<file path="src/rtl/regfile_pkg.sv">
package regfile_pkg;
   typedef enum logic [4:0] {
      OP_NOP  = 5'd0,
      OP_LDA  = 5'd1,
      OP_LDX  = 5'd2,
      OP_LDY  = 5'd3,
      OP_LDD  = 5'd4,
      OP_LDS  = 5'd5,
      OP_LDDB = 5'd6,
      OP_LDPB = 5'd7,
      OP_LDP  = 5'd8,
      OP_SETM = 5'd9,
      OP_CLRM = 5'd10,
      OP_XCHE = 5'd11,
      OP_SWAB = 5'd12,
      OP_A2D  = 5'd13,
      OP_A2S  = 5'd14,
      OP_D2A  = 5'd15,
      OP_S2A  = 5'd16
   } rf_op_e;

   localparam int P_CARRY = 0;
   localparam int P_XW    = 4;
   localparam int P_MW    = 5;
   localparam logic [7:0] P_RESET = 8'h34;
endpackage

</file>
<file path="src/rtl/regfile_status.sv">
module regfile_status
   import regfile_pkg::*;
(
   input  logic       clk,
   input  logic       rst_n,
   input  rf_op_e     op,
   input  logic [7:0] mask,
   output logic [7:0] p_q,
   output logic       e_q,
   output logic       e_nx,
   output logic       clr_hi
);
   logic [7:0] p_nx;

   always_comb begin
      p_nx = p_q;
      e_nx = e_q;
      unique case (op)
         OP_LDP:  p_nx = mask;
         OP_SETM: p_nx = p_q | mask;
         OP_CLRM: p_nx = p_q & ~mask;
         OP_XCHE: begin
            e_nx           = p_q[P_CARRY];
            p_nx[P_CARRY]  = e_q;
         end
         default: ;
      endcase
      if (e_nx) begin
         p_nx[P_MW] = 1'b1;
         p_nx[P_XW] = 1'b1;
      end
      clr_hi = p_nx[P_XW] & ~p_q[P_XW];
   end

   always_ff @(posedge clk or negedge rst_n) begin
      if (!rst_n) begin
         p_q <= P_RESET;
         e_q <= 1'b1;
      end else begin
         p_q <= p_nx;
         e_q <= e_nx;
      end
   end
endmodule

</file>
<file path="src/rtl/regfile_index.sv">
module regfile_index #(
   parameter int BYTE_W = 8
) (
   input  logic                clk,
   input  logic                rst_n,
   input  logic                ld,
   input  logic [2*BYTE_W-1:0] din,
   input  logic                narrow,
   input  logic                clr_hi,
   output logic [2*BYTE_W-1:0] q
);
   localparam int WORD_W = 2 * BYTE_W;

   always_ff @(posedge clk or negedge rst_n) begin
      if (!rst_n) begin
         q <= '0;
      end else if (ld) begin
         q <= narrow ? {{BYTE_W{1'b0}}, din[BYTE_W-1:0]} : din;
      end else if (clr_hi) begin
         q[WORD_W-1:BYTE_W] <= '0;
      end
   end
endmodule

</file>
<file path="src/rtl/cpu_regfile.sv">
module cpu_regfile
   import regfile_pkg::*;
#(
   parameter int BYTE_W     = 8,
   parameter int BANK_W     = 8,
   parameter int STACK_PAGE = 1
) (
   input  logic                clk,
   input  logic                rst_n,
   input  logic [4:0]          op_code,
   input  logic [2*BYTE_W-1:0] op_data,
   output logic [2*BYTE_W-1:0] rd_acc,
   output logic [2*BYTE_W-1:0] rd_acc_full,
   output logic [2*BYTE_W-1:0] rd_x,
   output logic [2*BYTE_W-1:0] rd_y,
   output logic [2*BYTE_W-1:0] rd_d,
   output logic [2*BYTE_W-1:0] rd_s,
   output logic [BANK_W-1:0]   rd_dbr,
   output logic [BANK_W-1:0]   rd_pbr,
   output logic [7:0]          rd_p,
   output logic                rd_emu
);
   localparam int WORD_W = 2 * BYTE_W;
   localparam logic [BYTE_W-1:0] S_PAGE = BYTE_W'(STACK_PAGE);

   if (BYTE_W < 8)                        $error("BYTE_W must hold the status mask");
   if (BANK_W < 1 || BANK_W > WORD_W)     $error("BANK_W out of range");
   if (STACK_PAGE < 0 || STACK_PAGE >= (1 << BYTE_W)) $error("STACK_PAGE out of range");

   rf_op_e op;
   assign op = rf_op_e'(op_code);

   logic [7:0] p_q;
   logic       e_q, e_nx, clr_hi;

   regfile_status i_status (
      .clk(clk), .rst_n(rst_n), .op(op), .mask(op_data[7:0]),
      .p_q(p_q), .e_q(e_q), .e_nx(e_nx), .clr_hi(clr_hi)
   );

   logic m8, x8;
   assign m8 = p_q[P_MW];
   assign x8 = p_q[P_XW];

   // accumulator halves
   logic [BYTE_W-1:0] a_q, b_q;
   logic [WORD_W-1:0] d_q, s_q, s_nx;
   logic [BANK_W-1:0] dbr_q, pbr_q;

   always_ff @(posedge clk or negedge rst_n) begin
      if (!rst_n) begin
         a_q <= '0;
         b_q <= '0;
      end else begin
         unique case (op)
            OP_LDA: begin
               a_q <= op_data[BYTE_W-1:0];
               if (!m8) b_q <= op_data[WORD_W-1:BYTE_W];
            end
            OP_SWAB: begin
               a_q <= b_q;
               b_q <= a_q;
            end
            OP_D2A: {b_q, a_q} <= d_q;
            OP_S2A: {b_q, a_q} <= s_q;
            default: ;
         endcase
      end
   end

   // index registers share one structure
   logic [WORD_W-1:0] idx_q [2];
   for (genvar g = 0; g < 2; g++) begin : g_idx
      regfile_index #(.BYTE_W(BYTE_W)) i_idx (
         .clk(clk), .rst_n(rst_n),
         .ld(op == (g == 0 ? OP_LDX : OP_LDY)),
         .din(op_data), .narrow(x8), .clr_hi(clr_hi),
         .q(idx_q[g])
      );
   end

   always_comb begin
      s_nx = s_q;
      if (op == OP_LDS) s_nx = op_data;
      if (op == OP_A2S) s_nx = {b_q, a_q};
      if (e_nx) s_nx[WORD_W-1:BYTE_W] = S_PAGE;
   end

   always_ff @(posedge clk or negedge rst_n) begin
      if (!rst_n) begin
         d_q   <= '0;
         s_q   <= {S_PAGE, {BYTE_W{1'b0}}};
         dbr_q <= '0;
         pbr_q <= '0;
      end else begin
         s_q <= s_nx;
         if (op == OP_LDD)  d_q   <= op_data;
         if (op == OP_A2D)  d_q   <= {b_q, a_q};
         if (op == OP_LDDB) dbr_q <= op_data[BANK_W-1:0];
         if (op == OP_LDPB) pbr_q <= op_data[BANK_W-1:0];
      end
   end

   assign rd_acc      = m8 ? {{BYTE_W{1'b0}}, a_q} : {b_q, a_q};
   assign rd_acc_full = {b_q, a_q};
   assign rd_x        = idx_q[0];
   assign rd_y        = idx_q[1];
   assign rd_d        = d_q;
   assign rd_s        = s_q;
   assign rd_dbr      = dbr_q;
   assign rd_pbr      = pbr_q;
   assign rd_p        = p_q;
   assign rd_emu      = e_q;
endmodule

</file>
<file path="config.mk">
export PLATFORM = sky130hd
export DESIGN_NAME = cpu_regfile
export DESIGN_NICKNAME = d
export VERILOG_FILES = /design/src/rtl/regfile_pkg.sv /design/src/rtl/regfile_status.sv /design/src/rtl/regfile_index.sv /design/src/rtl/cpu_regfile.sv
export SDC_FILE = /design/constraint.sdc
export NUM_CORES = 1
export LEC_CHECK = 0
export ABC_AREA = 1
export BUFFER_PORTS_ARGS = -buffer_cell sky130_fd_sc_hd__buf_2
export CELL_PAD_IN_SITES_DETAIL_PLACEMENT = 1
export CELL_PAD_IN_SITES_GLOBAL_PLACEMENT = 1
export CORE_MARGIN = 5
export CORE_UTILIZATION = 38
export DETAILED_ROUTE_END_ITERATION = 6
export HOLD_SLACK_MARGIN = 0.05
export PLACE_DENSITY = 0.79
export SLEW_MARGIN = 20
export SYNTH_ARGS = -nofsm -noshare
export SYNTH_HDL_FRONTEND = slang
export SYNTH_HIERARCHICAL = 1
export SYNTH_SLANG_ARGS = --single-unit
</file>
<file path="constraint.sdc">
create_clock -name clk -period 2 [get_ports clk]
set_clock_uncertainty 0.1 [all_clocks]
set_input_delay 0.4 -clock clk [delete_from_list [all_inputs] [get_ports clk]]
set_output_delay 0.4 -clock clk [all_outputs]
set_load 0.02 [all_outputs]
</file>
# Word level (Yosys, flattened, before mapping)
# Index checks and enable logic that the tools add are counted.
[word_totals] mem_bits_ro=0 latchBits=0 input_bits=23 mem_count=0 register_bits=105 out_inout_bits=121 mem_bits_rw=0
[classes] n_mux=17 n_div=0 n_addsub=0 order_cmp=0 multipliers=0 reduce_logical=10 eq_ne=17 bitwise_logic=5 shift=0
[ops] cell="16-bit two-way mux" n=6
[ops] cell="8-bit one-hot mux with 4 select lines" n=2
[ops] cell="5-bit by 4-bit equality test with 1-bit output, second input constant" n=8
[ops] cell="8-bit two-way mux" n=5
[ops] cell="7-bit one-hot mux with 3 select lines" n=1
[ops] cell="5-bit by 3-bit equality test with 1-bit output, second input constant" n=4
[ops] cell="4-bit nonzero test" n=3
[ops] cell="5-bit by 2-bit equality test with 1-bit output, second input constant" n=2
[ops] cell="8-bit AND" n=1
[ops] cell="8-bit NOT" n=1
[ops] cell="8-bit bitwise OR" n=1
[ops] cell="2-bit nonzero test" n=4
[ops] cell="3-bit nonzero test" n=2
[ops] cell="5-bit by 1-bit equality test with 1-bit output, second input constant" n=1
[ops] cell="5-bit equality test, second input constant" n=1
[ops] cell="1-bit one-hot mux with 4 select lines" n=1
[ops] cell="2-bit two-way mux" n=1
[ops] cell="2-bit inequality test, second input constant" n=1
[ops] cell="2-bit AND reduction" n=1
[ops] cell="1-bit AND" n=1
[ops] cell="1-bit two-way mux" n=1
[ops] cell="1-bit NOT" n=1

# Longest topological paths before layout
[depth] word_depth=7 depth_mapped=10

# Cells and area by module
# The synthesis kept the hierarchy.
[modules_own_cells] mod="cpu_regfile" cells_per_inst=465 seq_area_each_um2=1602.8 area_per_inst_um2=3404.5 instances=1
[modules_own_cells] mod="regfile_index" cells_per_inst=68 seq_area_each_um2=400.4 area_per_inst_um2=633.1 instances=2
[modules_own_cells] mod="regfile_status" cells_per_inst=116 seq_area_each_um2=230.2 area_per_inst_um2=719.4 instances=1

# Least setup slack after synthesis
# OpenSTA, ideal clock, no wires.
[synth_timing] path_kind="input to register" start="input port op_code[2]" end="register g_idx[0].i_idx.q[10]" t_required_ps=1783 arrival_time_ps=1564 setup_ps=117 slack_ps=218 path_stages=6 path_cell_list="nor2_1 nand2_1 nor3_1 nor2_2 nand2_1 nand2_1"
[synth_via] elab_chain_cells=5 elab_cells_between_ends=11 classes_between="eq/ne: 5; mux: 4; bitwise: 1; reduce/logical: 1"
[synth_rtl] element="from (decl)" line="cpu_regfile.sv:10" rtl="input logic [4:0] op_code,"
[synth_rtl] element="5-bit by 4-bit equality test with 1-bit output" line="regfile_status.sv:18" rtl="unique case (op)"
[synth_rtl] element="7-bit one-hot mux with 3 select lines or 1-bit two-way mux (tied branches)" line="regfile_status.sv:18"
[synth_rtl] element="2-bit two-way mux" line="regfile_status.sv:28" rtl="if (e_nx) begin"
[synth_rtl] element="1-bit AND" line="regfile_status.sv:32" rtl="clr_hi = p_nx[P_XW] & ~p_q[P_XW];"
[synth_rtl] element="2-bit nonzero test (no source line)"
[synth_rtl] element="to (signal assigned)" line="regfile_index.sv:18" rtl="q <= narrow ? {{BYTE_W{1'b0}}, din[BYTE_W-1:0]} : din;"
[synth_rtl] element="to (decl)" line="regfile_index.sv:10" rtl="output logic [2*BYTE_W-1:0] q"
# Several ways; a longest one is shown, not always the timed one.
# A chain may end at the register's enable or synchronous reset.

# Final worst setup path
[layout_timing] start="register i_status.p_q[5]" end="output port rd_acc[14]"
[layout_via] elab_chain_cells=1
[layout_rtl] element="from (decl)" line="regfile_status.sv:8" rtl="output logic [7:0] p_q,"
[layout_rtl] element="from (signal assigned)" line="regfile_status.sv:40" rtl="p_q <= p_nx;"
[layout_rtl] element="16-bit two-way mux" line="cpu_regfile.sv:104" rtl="assign rd_acc = m8 ? {{BYTE_W{1'b0}}, a_q} : {b_q, a_q};"
[layout_rtl] element="to (decl)" line="cpu_regfile.sv:12" rtl="output logic [2*BYTE_W-1:0] rd_acc,"
# Every way passes these cells.

==> metrics.cfg <==
[global_route]
grt_pass1_vias=5805
grt_max_degree=42
gr-usage-all-layers=0.2365
antenna_found_initial=0
grt_pass1_wl_um=30550
grt-ovfl-total=0

[clocking]
htreeDepth=3
path_clk_slew_ps=80
cts_tree=built
numCtsBuffers=9
cts_root_buffer=clkbuf_16
clockBufferDepth=2
clk_latency_ps=360
clkSinkCount=105

[routing]
wire_per_inst_um=18.57
viasPerCell=5.214
drt-initial-drc-count=258
vias=5469
drc=0
ant_nets=0
firstDrtPassIters=6
finalWirelength_um=19480

[final_layout]
nets=887
fillers=1811
diodes=0
multi_input_area_sq_um=2295
drive_gt1_frac=0.2532
regArea_sq_um=2634
syn2layout_area_growth_pct=24.07

[power_and_ir_drop]
combPwrFrac=0.306
swShare=0.4065
ir_drop_mv=0.4478
p_clk_frac=0.266
power_density_nw_per_um2=1081
p_leak_nw=3.697
total_power_w=0.007232
p_int_w=0.004292
pwr-share-seq=0.428
power.switching_w=0.002940

[placed_design]
io_buffers=143
dpl.hpwl_um=14780
gp_congestion=0.9118

[yosys]
syn_nets=740
synth_cell_type_count=27
synth_top_cell_by_area=dfrtp_1
syn-instance-count=717
yosysTopAreaCellShare=0.4643
synth-seq-area-share=0.4886
async_flop_share=1.000
synth-edff-count=0
syn_area_sq_um=5390
yosys-top-cells-count=224 x nand2_1, 100 x dfrtp_1, 90 x o21ai_0
synthFlopType=dfrtp_1
synth.avg_cell_area_sq_um=7.518
synth.most_common_cell=nand2_1
synth_seq_cells=105
yosysWarnings=6
synth.top_cells.by_area=dfrtp_1 46%, nand2_1 16%, o21ai_0 8.4%, nand3_1 6.0%, nor2_1 5.5%

[timing]
rsz0062_at_grt=no
worstMarginPinSlew_ps=585.0
slew_headroom=0.6074
setup_viol=0
final.period_utilization=0.9254
final_hold_viol_count=0
min_period_ps=1851
setup_tns_ps=0
timing.fmax_ghz=0.5403
drv_slew=0

[floorplanning]
coreArea_sq_um=13880
rows=43
chipHeight_um=129.1
start_util=0.3883
num_io_pins=144
floorplan.die_area_sq_um=16670
die_x_um=129.1

[critical_path]
crit_path_end_kind=output port
crit_required_ps=1500
critical_path.startpoint_type=flip-flop
critPathArrivalTime_ps=1350
worstSetupPathType=flip-flop to output port
crit_fanout=11

[run]
maxCapViolations=0

[outcome]
status=completed

[hold_path]
hp-class=primary input to flip-flop

logic make-up (layout without fill, tap and decap cells):
| group | Yosys count | count (layout) | synth area share |
|---|---|---|---|
| AND/OR/NAND/NOR | 398 | 398 | 0.3182 |
| AO/OA/AOI/OAI | 111 | 111 | 0.1065 |
| flip-flops | 105 | 105 | 0.4886 |
| buffers and inverters | 103 | 255 | 0.08658 |
layer usage:
metal	global-route usage	wire length (um)	vias up
li1	-	-	2558
met1	0.2935	8214	2700
met2	0.3997	9453	171
met3	0.05853	1329	40
met4	0.08833	484	0
met5	0	0	-
worst paths after layout:
check / start / endpoint / slack [ps] / cells after the start
max in group asynchronous: rst_n / rd_s[8] / 790 / 3
max reg2reg: i_status/p_q[5] / b_q[1] / 280 / 5
min reg2reg: g_idx[1].i_idx/q[13] / g_idx[1].i_idx/q[13] / 380 / 2
max: i_status/p_q[5] / rd_acc[14] / 150 / 2
min in group asynchronous: rst_n / rd_pbr[3] / 410 / 2
min: op_data[13] / g_idx[1].i_idx/q[13] / 240 / 3
timing repair:
action / in CTS / in global routing
resized for setup: 0 / 0
hold buffers: 1 / 0
endpoints found under the hold margin: 22 / 0
setup buffers: 0 / 0
layout make-up:
cell class | count | share of cell area
clock buffer | 9 | 0.03368
clock inverter | 7 | 0.01422
inverter | 74 | 0.04153
multi-input combinational | 509 | 0.3431
sequential | 105 | 0.3938
tap | 180 | 0.03368
timing repair buffer | 165 | 0.1399
through the flow:
stage	cell area [sq um]	hold slack (ps)	setup WS [ps]	utilization	instances
2_1_floorplan	5390	4.409	218.5	-	717
3_3_place_gp	6357	254.0	7.275	0.4580	1032
3_5_place_dp	6357	255.1	-78.26	0.4580	1032
4_1_cts	6688	233.7	165.3	0.4818	1049
5_1_grt	6688	239.3	118.8	0.4818	1049
6_report	6688	241.1	149.3	0.4818	1049
registers in the layout, indices dropped and copies added, names as in the netlist:
register	flops
i_status/p_q	8
a_q	8
b_q	8
i_status/e_q	1
rd_pbr	8
rd_dbr	8
rd_d	16
g_idx.i_idx/q	32
rd_s	16
critical path, cell delays in order, from the launching register on:
cell,delay (ps)
dfstp_2,730
nor2_1,90
buf_2,170
power groups by stage:
stage               sequential [W]  clock [W]  combinational [W]
floorplan                  0.00357          0           0.000783
global placement           0.00311          0            0.00217
detailed placement         0.00313          0            0.00223
CTS                        0.00310    0.00196            0.00225
global route               0.00316    0.00204            0.00241
finish                     0.00310    0.00192            0.00221
layout by cell type (no fill, tap or decap), drive strengths merged:
cell,instances
clkinv,2
a21oi,12
dfrtp,100
clkbuf,9
dlygate4sd3,1
o22ai,1
o21bai,1
nor2,91
inv,78
bufinv,1
buf,164
nor3,3
nand4,3
nand3,70
dfstp,5
nand2,231
o21ai,97
Note: power is estimated with default switching activity, not from simulation.
